==> config.mk <==
export PLATFORM = sky130hd
export DESIGN_NAME = asram_ctl
export DESIGN_NICKNAME = d
export VERILOG_FILES = /design/src/rtl/asram_pkg.sv /design/src/rtl/asram_phase_timer.sv /design/src/rtl/asram_seq.sv /design/src/rtl/asram_pin_drive.sv /design/src/rtl/asram_ctl.sv
export SDC_FILE = /design/constraint.sdc
export NUM_CORES = 1
export LEC_CHECK = 0
export ABC_AREA = 1
export BUFFER_PORTS_ARGS = -buffer_cell sky130_fd_sc_hd__buf_2
export CORE_MARGIN = 8
export CORE_UTILIZATION = 51
export CTS_CLUSTER_SIZE = 8
export DETAILED_ROUTE_END_ITERATION = 8
export MAX_ROUTING_LAYER = met4
export PLACE_DENSITY_LB_ADDON = 0.15
export SETUP_SLACK_MARGIN = 0.2
export SYNTH_ARGS = -nofsm -noshare
export SYNTH_HDL_FRONTEND = slang
export SYNTH_SLANG_ARGS = --single-unit
==> constraint.sdc <==
create_clock -name clk -period 3.25 [get_ports clk]
set_input_delay 0.65 -clock clk [delete_from_list [all_inputs] [get_ports clk]]
set_output_delay 0.65 -clock clk [all_outputs]
set_load 0.02 [all_outputs]
==> src/rtl/asram_pkg.sv <==
package asram_pkg;

  typedef enum logic [2:0] {
    ST_IDLE,
    ST_W_ADDR,
    ST_W_CE,
    ST_W_PULSE,
    ST_W_END,
    ST_R_ADDR,
    ST_R_ACC,
    ST_R_TURN
  } seq_state_e;

  // whole cycles covering a time, never below one
  function automatic int cyc_of(input int t_ns, input int period_ns);
    int c;
    c = (t_ns + period_ns - 1) / period_ns;
    return (c < 1) ? 1 : c;
  endfunction

  function automatic int max2(input int a, input int b);
    return (a > b) ? a : b;
  endfunction

endpackage

==> src/rtl/asram_phase_timer.sv <==
module asram_phase_timer #(
  parameter int CNT_W = 4
) (
  input  logic             clk,
  input  logic             rst_n,
  input  logic             load,
  input  logic [CNT_W-1:0] load_val,
  output logic             zero
);

  logic [CNT_W-1:0] cnt_q;

  always_ff @(posedge clk) begin
    if (!rst_n)            cnt_q <= '0;
    else if (load)         cnt_q <= load_val;
    else if (cnt_q != '0)  cnt_q <= cnt_q - 1'b1;
  end

  assign zero = (cnt_q == '0);

  // R3/R7/R8 phase lengths rely on an expired timer staying expired
  a_r3_timer_stays_zero: assert property (@(posedge clk) disable iff (!rst_n)
    (zero && !load) |=> zero);

endmodule

==> src/rtl/asram_seq.sv <==
module asram_seq
  import asram_pkg::*;
#(
  parameter int WP_C   = 3,
  parameter int LEAD_C = 3,
  parameter int ACC_C  = 6,
  parameter int TURN_C = 3
) (
  input  logic       clk,
  input  logic       rst_n,
  input  logic       req_valid,
  input  logic       req_write,
  output logic       req_ready,
  output logic       accept,
  output logic       capture,
  output seq_state_e state_nxt
);

  localparam int MAXC  = max2(max2(WP_C, LEAD_C), max2(ACC_C, TURN_C));
  localparam int CNT_W = $clog2(MAXC + 1);
  localparam logic [CNT_W-1:0] LD_WP   = CNT_W'(WP_C - 1);
  localparam logic [CNT_W-1:0] LD_LEAD = CNT_W'(LEAD_C - 1);
  localparam logic [CNT_W-1:0] LD_ACC  = CNT_W'(ACC_C - 1);
  localparam logic [CNT_W-1:0] LD_TURN = CNT_W'(TURN_C - 1);

  seq_state_e       state_q;
  logic             t_load;
  logic [CNT_W-1:0] t_val;
  logic             t_zero;

  asram_phase_timer #(.CNT_W(CNT_W)) u_timer (
    .clk      (clk),
    .rst_n    (rst_n),
    .load     (t_load),
    .load_val (t_val),
    .zero     (t_zero)
  );

  assign req_ready = (state_q == ST_IDLE);
  assign accept    = req_ready && req_valid;

  always_comb begin
    state_nxt = state_q;
    t_load    = 1'b0;
    t_val     = '0;
    capture   = 1'b0;
    unique case (state_q)
      ST_IDLE:
        if (req_valid) state_nxt = req_write ? ST_W_ADDR : ST_R_ADDR;
      ST_W_ADDR: begin
        state_nxt = ST_W_CE;
        t_load    = 1'b1;
        t_val     = LD_LEAD;
      end
      ST_W_CE:
        if (t_zero) begin
          state_nxt = ST_W_PULSE;
          t_load    = 1'b1;
          t_val     = LD_WP;
        end
      ST_W_PULSE:
        if (t_zero) state_nxt = ST_W_END;
      ST_W_END:
        state_nxt = ST_IDLE;
      ST_R_ADDR: begin
        state_nxt = ST_R_ACC;
        t_load    = 1'b1;
        t_val     = LD_ACC;
      end
      ST_R_ACC:
        if (t_zero) begin
          state_nxt = ST_R_TURN;
          capture   = 1'b1;
          t_load    = 1'b1;
          t_val     = LD_TURN;
        end
      ST_R_TURN:
        if (t_zero) state_nxt = ST_IDLE;
      default:
        state_nxt = ST_IDLE;
    endcase
  end

  always_ff @(posedge clk) begin
    if (!rst_n) state_q <= ST_IDLE;
    else        state_q <= state_nxt;
  end

  a_r2_busy_after_accept: assert property (@(posedge clk) disable iff (!rst_n)
    accept |=> !req_ready);

  a_r7_capture_once: assert property (@(posedge clk) disable iff (!rst_n)
    capture |=> !capture);

endmodule

==> src/rtl/asram_pin_drive.sv <==
module asram_pin_drive
  import asram_pkg::*;
#(
  parameter int ADDR_W = 19,
  parameter int DATA_W = 8
) (
  input  logic              clk,
  input  logic              rst_n,
  input  logic              accept,
  input  logic              capture,
  input  seq_state_e        state_nxt,
  input  logic [ADDR_W-1:0] req_addr,
  input  logic [DATA_W-1:0] req_wdata,
  input  logic [DATA_W-1:0] mem_dq_in,
  output logic              mem_ce_n,
  output logic              mem_we_n,
  output logic              mem_oe_n,
  output logic [ADDR_W-1:0] mem_addr,
  output logic [DATA_W-1:0] mem_dq_out,
  output logic              mem_dq_oe,
  output logic              rsp_valid,
  output logic [DATA_W-1:0] rsp_rdata
);

  logic ce_d, we_d, oe_d, drv_d;

  // strobe levels (active high here) for the state about to be entered
  always_comb begin
    ce_d  = (state_nxt == ST_W_CE) || (state_nxt == ST_W_PULSE) ||
            (state_nxt == ST_R_ACC);
    we_d  = (state_nxt == ST_W_PULSE);
    oe_d  = (state_nxt == ST_R_ACC);
    drv_d = (state_nxt == ST_W_PULSE) || (state_nxt == ST_W_END);
  end

  always_ff @(posedge clk) begin
    if (!rst_n) begin
      mem_ce_n  <= 1'b1;
      mem_we_n  <= 1'b1;
      mem_oe_n  <= 1'b1;
      mem_dq_oe <= 1'b0;
      rsp_valid <= 1'b0;
    end else begin
      mem_ce_n  <= !ce_d;
      mem_we_n  <= !we_d;
      mem_oe_n  <= !oe_d;
      mem_dq_oe <= drv_d;
      rsp_valid <= capture;
    end
  end

  always_ff @(posedge clk) begin
    if (!rst_n) begin
      mem_addr   <= '0;
      mem_dq_out <= '0;
      rsp_rdata  <= '0;
    end else begin
      if (accept) begin
        mem_addr   <= req_addr;
        mem_dq_out <= req_wdata;
      end
      if (capture) rsp_rdata <= mem_dq_in;
    end
  end

  a_r4_write_owns_bus: assert property (@(posedge clk) disable iff (!rst_n)
    !mem_we_n |-> (mem_oe_n && mem_dq_oe));

  a_r9_no_contention: assert property (@(posedge clk) disable iff (!rst_n)
    mem_dq_oe |-> mem_oe_n);

  a_r5_addr_steady: assert property (@(posedge clk) disable iff (!rst_n)
    (!mem_ce_n || !mem_we_n || !$past(mem_ce_n) || !$past(mem_we_n))
      |-> $stable(mem_addr));

  a_r3_ce_leads_we: assert property (@(posedge clk) disable iff (!rst_n)
    $fell(mem_we_n) |-> !$past(mem_ce_n));

  a_r6_data_hold: assert property (@(posedge clk) disable iff (!rst_n)
    $rose(mem_we_n) |-> mem_dq_oe);

  a_r7_rsp_pulse: assert property (@(posedge clk) disable iff (!rst_n)
    rsp_valid |=> !rsp_valid);

  a_r7_read_strobes: assert property (@(posedge clk) disable iff (!rst_n)
    !mem_oe_n |-> (!mem_ce_n && mem_we_n));

endmodule

==> src/rtl/asram_ctl.sv <==
module asram_ctl
  import asram_pkg::*;
#(
  parameter int ADDR_W        = 19,
  parameter int DATA_W        = 8,
  parameter int CLK_PERIOD_NS = 10,
  parameter int T_WP_NS       = 30,
  parameter int T_DW_NS       = 25,
  parameter int T_WC_NS       = 55,
  parameter int T_AA_NS       = 55,
  parameter int T_OHZ_NS      = 25
) (
  input  logic              clk,
  input  logic              rst_n,
  input  logic              req_valid,
  output logic              req_ready,
  input  logic              req_write,
  input  logic [ADDR_W-1:0] req_addr,
  input  logic [DATA_W-1:0] req_wdata,
  output logic              rsp_valid,
  output logic [DATA_W-1:0] rsp_rdata,
  output logic              mem_ce_n,
  output logic              mem_we_n,
  output logic              mem_oe_n,
  output logic [ADDR_W-1:0] mem_addr,
  output logic [DATA_W-1:0] mem_dq_out,
  input  logic [DATA_W-1:0] mem_dq_in,
  output logic              mem_dq_oe
);

  localparam int WP_C   = max2(cyc_of(T_WP_NS, CLK_PERIOD_NS),
                               cyc_of(T_DW_NS, CLK_PERIOD_NS));
  localparam int WC_C   = cyc_of(T_WC_NS, CLK_PERIOD_NS);
  localparam int LEAD_C = (WC_C > WP_C) ? (WC_C - WP_C) : 1;
  localparam int ACC_C  = cyc_of(T_AA_NS, CLK_PERIOD_NS);
  localparam int TURN_C = cyc_of(T_OHZ_NS, CLK_PERIOD_NS);

  logic       accept;
  logic       capture;
  seq_state_e state_nxt;

  asram_seq #(
    .WP_C   (WP_C),
    .LEAD_C (LEAD_C),
    .ACC_C  (ACC_C),
    .TURN_C (TURN_C)
  ) u_seq (
    .clk       (clk),
    .rst_n     (rst_n),
    .req_valid (req_valid),
    .req_write (req_write),
    .req_ready (req_ready),
    .accept    (accept),
    .capture   (capture),
    .state_nxt (state_nxt)
  );

  asram_pin_drive #(
    .ADDR_W (ADDR_W),
    .DATA_W (DATA_W)
  ) u_pins (
    .clk        (clk),
    .rst_n      (rst_n),
    .accept     (accept),
    .capture    (capture),
    .state_nxt  (state_nxt),
    .req_addr   (req_addr),
    .req_wdata  (req_wdata),
    .mem_dq_in  (mem_dq_in),
    .mem_ce_n   (mem_ce_n),
    .mem_we_n   (mem_we_n),
    .mem_oe_n   (mem_oe_n),
    .mem_addr   (mem_addr),
    .mem_dq_out (mem_dq_out),
    .mem_dq_oe  (mem_dq_oe),
    .rsp_valid  (rsp_valid),
    .rsp_rdata  (rsp_rdata)
  );

  a_r2_no_ready_when_selected: assert property (@(posedge clk) disable iff (!rst_n)
    !mem_ce_n |-> !req_ready);

endmodule

# Word level (Yosys, flattened, before mapping)
# Index checks and enable logic that the tools add are counted.
# word_totals
reg_bits	46
inputBits	39
out_inout_bits	41
# classes
addsub	1
n_eq_ne	11
muxes	14
reduce_logical	13
# ops
cell	count
two-way mux 3 bit	8
one-hot mux 3 bit (8 select lines)	1
equality test 3 bit, second input constant	6
equality test 3 x 2 -> 1 bit, second input constant	4
one-hot mux 3 bit (3 select lines)	1
zero test 3 bit	2
OR reduction 2 bit	2
equality test 3 x 1 -> 1 bit, second input constant	1
zero test 1 bit	3
logical OR 1 bit	3
nonzero test 3 bit	1
subtractor 3 x 1 -> 3 bit, second input constant	1
two-way mux 1 bit	2
two-way mux 2 bit	1
one-hot mux 1 bit (2 select lines)	1
nonzero test 2 bit	1
logical AND 1 bit	1

# Longest topological paths before layout
# depth
ltp_word	7
mapped_depth	12

# Hierarchy
# From an unflattened synthesis, not the netlist that was laid out.
# unflattened
hier_cells	234
area_unflattened_um2	1818.0
# modules_own_cells
mod	instances	cells_each	area_each_um2	seq_area_each_um2
asram_pin_drive	1	172	1421.4	800.8
asram_phase_timer	1	29	200.2	60.1
asram_seq	1	33	196.4	60.1

# Worst setup path before layout
# OpenSTA, ideal clock, no wires.
# synth_path
kind	register -> output
from	reg u_seq.state_q[1]
to	out req_ready
arrival_ps	1038
required_ps	2600
setup_slack_ps	1562
stages_incl_launch_ff	7
path_buffers	2
path_cell_list	dfxtp_1 -> inv_1 -> ha_1 -> inv_1 -> nor2_4 -> buf_6 -> buf_6
# synth_via
elab_chain_cells	1
# synth_lines
item	line	rtl
start, declared	asram_seq.sv:26	seq_state_e state_q;
start signal, assigned	asram_seq.sv:86	else state_q <= state_nxt;
zero test 3 bit	asram_seq.sv:39	assign req_ready = (state_q == ST_IDLE);
end, declared	asram_ctl.sv:16	output logic req_ready,
# Every way passes these cells.

# Final worst setup path
# layout_path
from	reg u_seq.state_q[0]
to	out req_ready
# The elaborated chain is that of the path after synthesis.

==> key figures <==
Worst setup path
  – Worst reg2reg path endpoint: u_pins.mem_addr[15]
  – Cell family with most CP delay: buffers and inverters
  – CP Cell Sequence: inv_1, ha_1, inv_1, nor2_4, buf_2
  – Crit path capture type: output port
  – CP required: 2.60 ns
  – Crit-path slowest cell: dfxtp_1
  – CP max stage delay: 0.35 ns
  – Worst Path Arrival: 1.49 ns
  – R2R setup slack: 1.55 ns
  – Crit path kind: reg2out
  – Critical R2R Launch: u_seq.state_q[0]
  – Crit path max fanout: 11
  – Crit start category: register
  – FF-to-FF path depth: 7
  – Buf/Inv on CP: 3
  – Most frequent CP cell: inv_1

Timing
  – Clk_skew: 0.002952 ns
  – RSZ-0062 raised after global routing: no
  – Worst-margin pin slew: 0.5566 ns
  – Period minus WS final: 2.136 ns
  – Final Cycle Share: 65.73%
  – Fmax: 468.1 MHz
  – Final Max Tran Viols: 0
  – Setup violations, final: 0
  – Slew HR: 62.89%
  – Sum of negative setup slack: 0 ns
  – Hold Fails Final Rpt: 0

Clock tree
  – Cts hold-fix bufs: 0
  – Clock latency on the worst-skew pair: 0.29 ns
  – Root Buffer: clkbuf_8
  – Total CTS buffers: 5
  – H-tree Lvls: 2
  – Clock slew at reported path FFs: 0.07 ns
  – Clk sink count: 46
  – CTS tree: built
  – CTS resizes: 0
  – CTS max path bufs: 2
  – Post-CTS setup buffers: 0

Placement
  – Port bufs: 79
  – Routability cong.: 0.8326
  – DP HPWL: 3717 µm

Logic synthesis
  – Avg Inst Size Synth: 7.730 µm²
  – Count of state elements after synthesis: 46
  – Synth unique cells: 21
  – Cells after Synth: 258
  – Post-Synthesis Cell Area: 0.001994 mm²
  – Area contributors post-synth: dfxtp_1 46%, nand2_1 9.2%, nand3_1 8.0%
  – Top cell type's share of synthesized area: 46.17%
  – Net Count, Synth: 304
  – Yosys warnings: 0
  – Yosys top cell by area: dfxtp_1
  – Sequential area share after synthesis: 46.17%

Final layout
  – Diode count: 0
  – Final #Nets: 379
  – Fin util: 66.20%
  – Layout cells sized above 1: 32.73%
  – Area Growth Syn to Fin: 23.34%

Route
  – Routed WL: 5024 µm
  – Wire per inst: 13.19 µm
  – Via count: 1868
  – Detail Route Antenna Nets: 0
  – Residual DRC: 0
  – DR pass1 iterations: 4
  – DRT iter0 DRCs: 85
  – Via density: 4.903

Status
  – Status: finished, final reports clean

Min path
  – HP Class: reg2reg
  – Min-delay src: u_pins.mem_addr[2]
  – Cell depth of the worst min-delay path: 2
  – Hold EP: u_pins.mem_addr[2]

Die
  – Initial core utilization: 53.67%
  – Die area: 0.006168 mm²
  – Horiz. Die Dim: 78.54 µm
  – Die height: 78.54 µm
  – Core ar.: 0.003716 mm²
  – I/O Pins: 80
  – Site Rows: 22

Global routing
  – Vias in the first global route: 1896
  – Largest net degree at the start of global routing: 32
  – Grt ovf: 0
  – First-pass GRT wire length: 8431 µm
  – Antenna violations before repair: 0
  – GRT Util Overall: 17.19%

Power
  – Pwr Density: 900.7 mW/mm²
  – Leakage Power: 1.219 nW
  – Worst VDD drop: 0.4082 mV

Job
  – Max cap viols: 0
## synth_stat cells (all sizes together)
| master | n |
|---|---|
| ha | 7 |
| dfxtp | 46 |
| nand2 | 59 |
| nand3 | 33 |
| nand4 | 3 |
| xor2 | 1 |
| buf | 10 |
| o21ai | 14 |
| nor2 | 33 |
| a21oi | 30 |
| clkbuf | 3 |
| inv | 19 |
## state kept, by name (all words and copies together), names as in the netlist
name                 flops
u_seq.u_timer.cnt_q      3
u_pins.mem_we_n          1
u_pins.mem_ce_n          1
u_pins.rsp_valid         1
u_pins.mem_dq_oe         1
u_pins.mem_dq_out        8
u_pins.rsp_rdata         8
u_seq.state_q            3
u_pins.mem_addr         19
u_pins.mem_oe_n          1
## per-layer routing
layer	vias up	GRT usage (%)	wire length, µm
met5	-	-	0
met4	0	5.185	57
met3	5	8.200	465
met2	59	26.76	2253
met1	820	19.09	2248
li1	984	-	-
## tightest hold or removal path, delay by kind of cell, from the launching register on
family	cells	cell delay [ns]
AND/OR/NAND/NOR	1	0.06
flip-flops	1	0.31
AO/OA/AOI/OAI	1	0.05
## per-stage QoR
step / power, mW / hold slack [ns] / instance area (µm²) / cells / setup slack, ns
detailed placement: 1.910 / 0.4496 / 2384 / 374 / 1.314
finish: 2.216 / 0.4601 / 2460 / 381 / 1.114
CTS: 2.242 / 0.4611 / 2460 / 381 / 1.109
global placement: 1.894 / 0.4449 / 2384 / 374 / 1.329
global route: 2.409 / 0.4777 / 2460 / 381 / 0.9806
floorplan: 1.692 / 0.4739 / 1994 / 258 / 1.562
## cells by family (layout without fill, tap and decap cells)
| kind of cell | count (synthesis) | after routing | synth area share [%] |
|---|---|---|---|
| AO/OA/AOI/OAI | 44 | 44 | 11.04 |
| flip-flops | 46 | 46 | 46.17 |
| adder cells (fa/ha/maj) | 7 | 7 | 4.391 |
| buffers and inverters | 32 | 107 | 7.653 |
| AND/OR/NAND/NOR | 128 | 128 | 30.30 |
| XOR/XNOR | 1 | 1 | 0.4392 |
## how the worst max path moves through the flow
stage | startpoint | to | slack [ns] | cells after the start
6_report | u_seq.state_q[0] | req_ready | 1.11 | 5
5_1_grt | u_seq.state_q[0] | req_ready | 0.98 | 5
4_1_cts | u_seq.state_q[1] | req_ready | 1.11 | 5
3_5_place_dp | req_valid | u_pins.mem_addr[5] | 1.31 | 4
3_3_place_gp | req_valid | u_pins.mem_dq_out[0] | 1.33 | 4
2_1_floorplan | u_seq.state_q[1] | req_ready | 1.56 | 6
## layout make-up
cell class,instances,area (µm²)
Clock buffer,7,76.32
Fill cell,350,1256
Inverter,19,71.32
Multi-Input combinational cell,180,920.9
Sequential cell,46,920.9
Tap cell,48,60.06
Timing Repair Buffer,81,410.4
## layout by cell type (no fill, tap or decap)
cell	n
a21oi_1	30
inv_2	4
ha_1	7
nor2_4	4
clkbuf_1	2
xor2_1	1
inv_1	15
nand2_2	9
buf_4	2
nand2_1	49
nand3_1	32
clkbuf_8	5
nor2_1	25
o21ai_0	14
buf_2	79
nand2_4	1
nor2_2	4
nand4_1	3
dfxtp_1	46
nand3_2	1
## power by group
| part | internal (mW) | switching, mW | leakage (nW) |
|---|---|---|---|
| Sequential | 0.693 | 0.0793 | 0.376 |
| Combinational | 0.368 | 0.755 | 0.805 |
| Clock | 0.148 | 0.172 | 0.0383 |
| Total | 1.21 | 1.01 | 1.22 |
(Power assumes the default switching activity.)
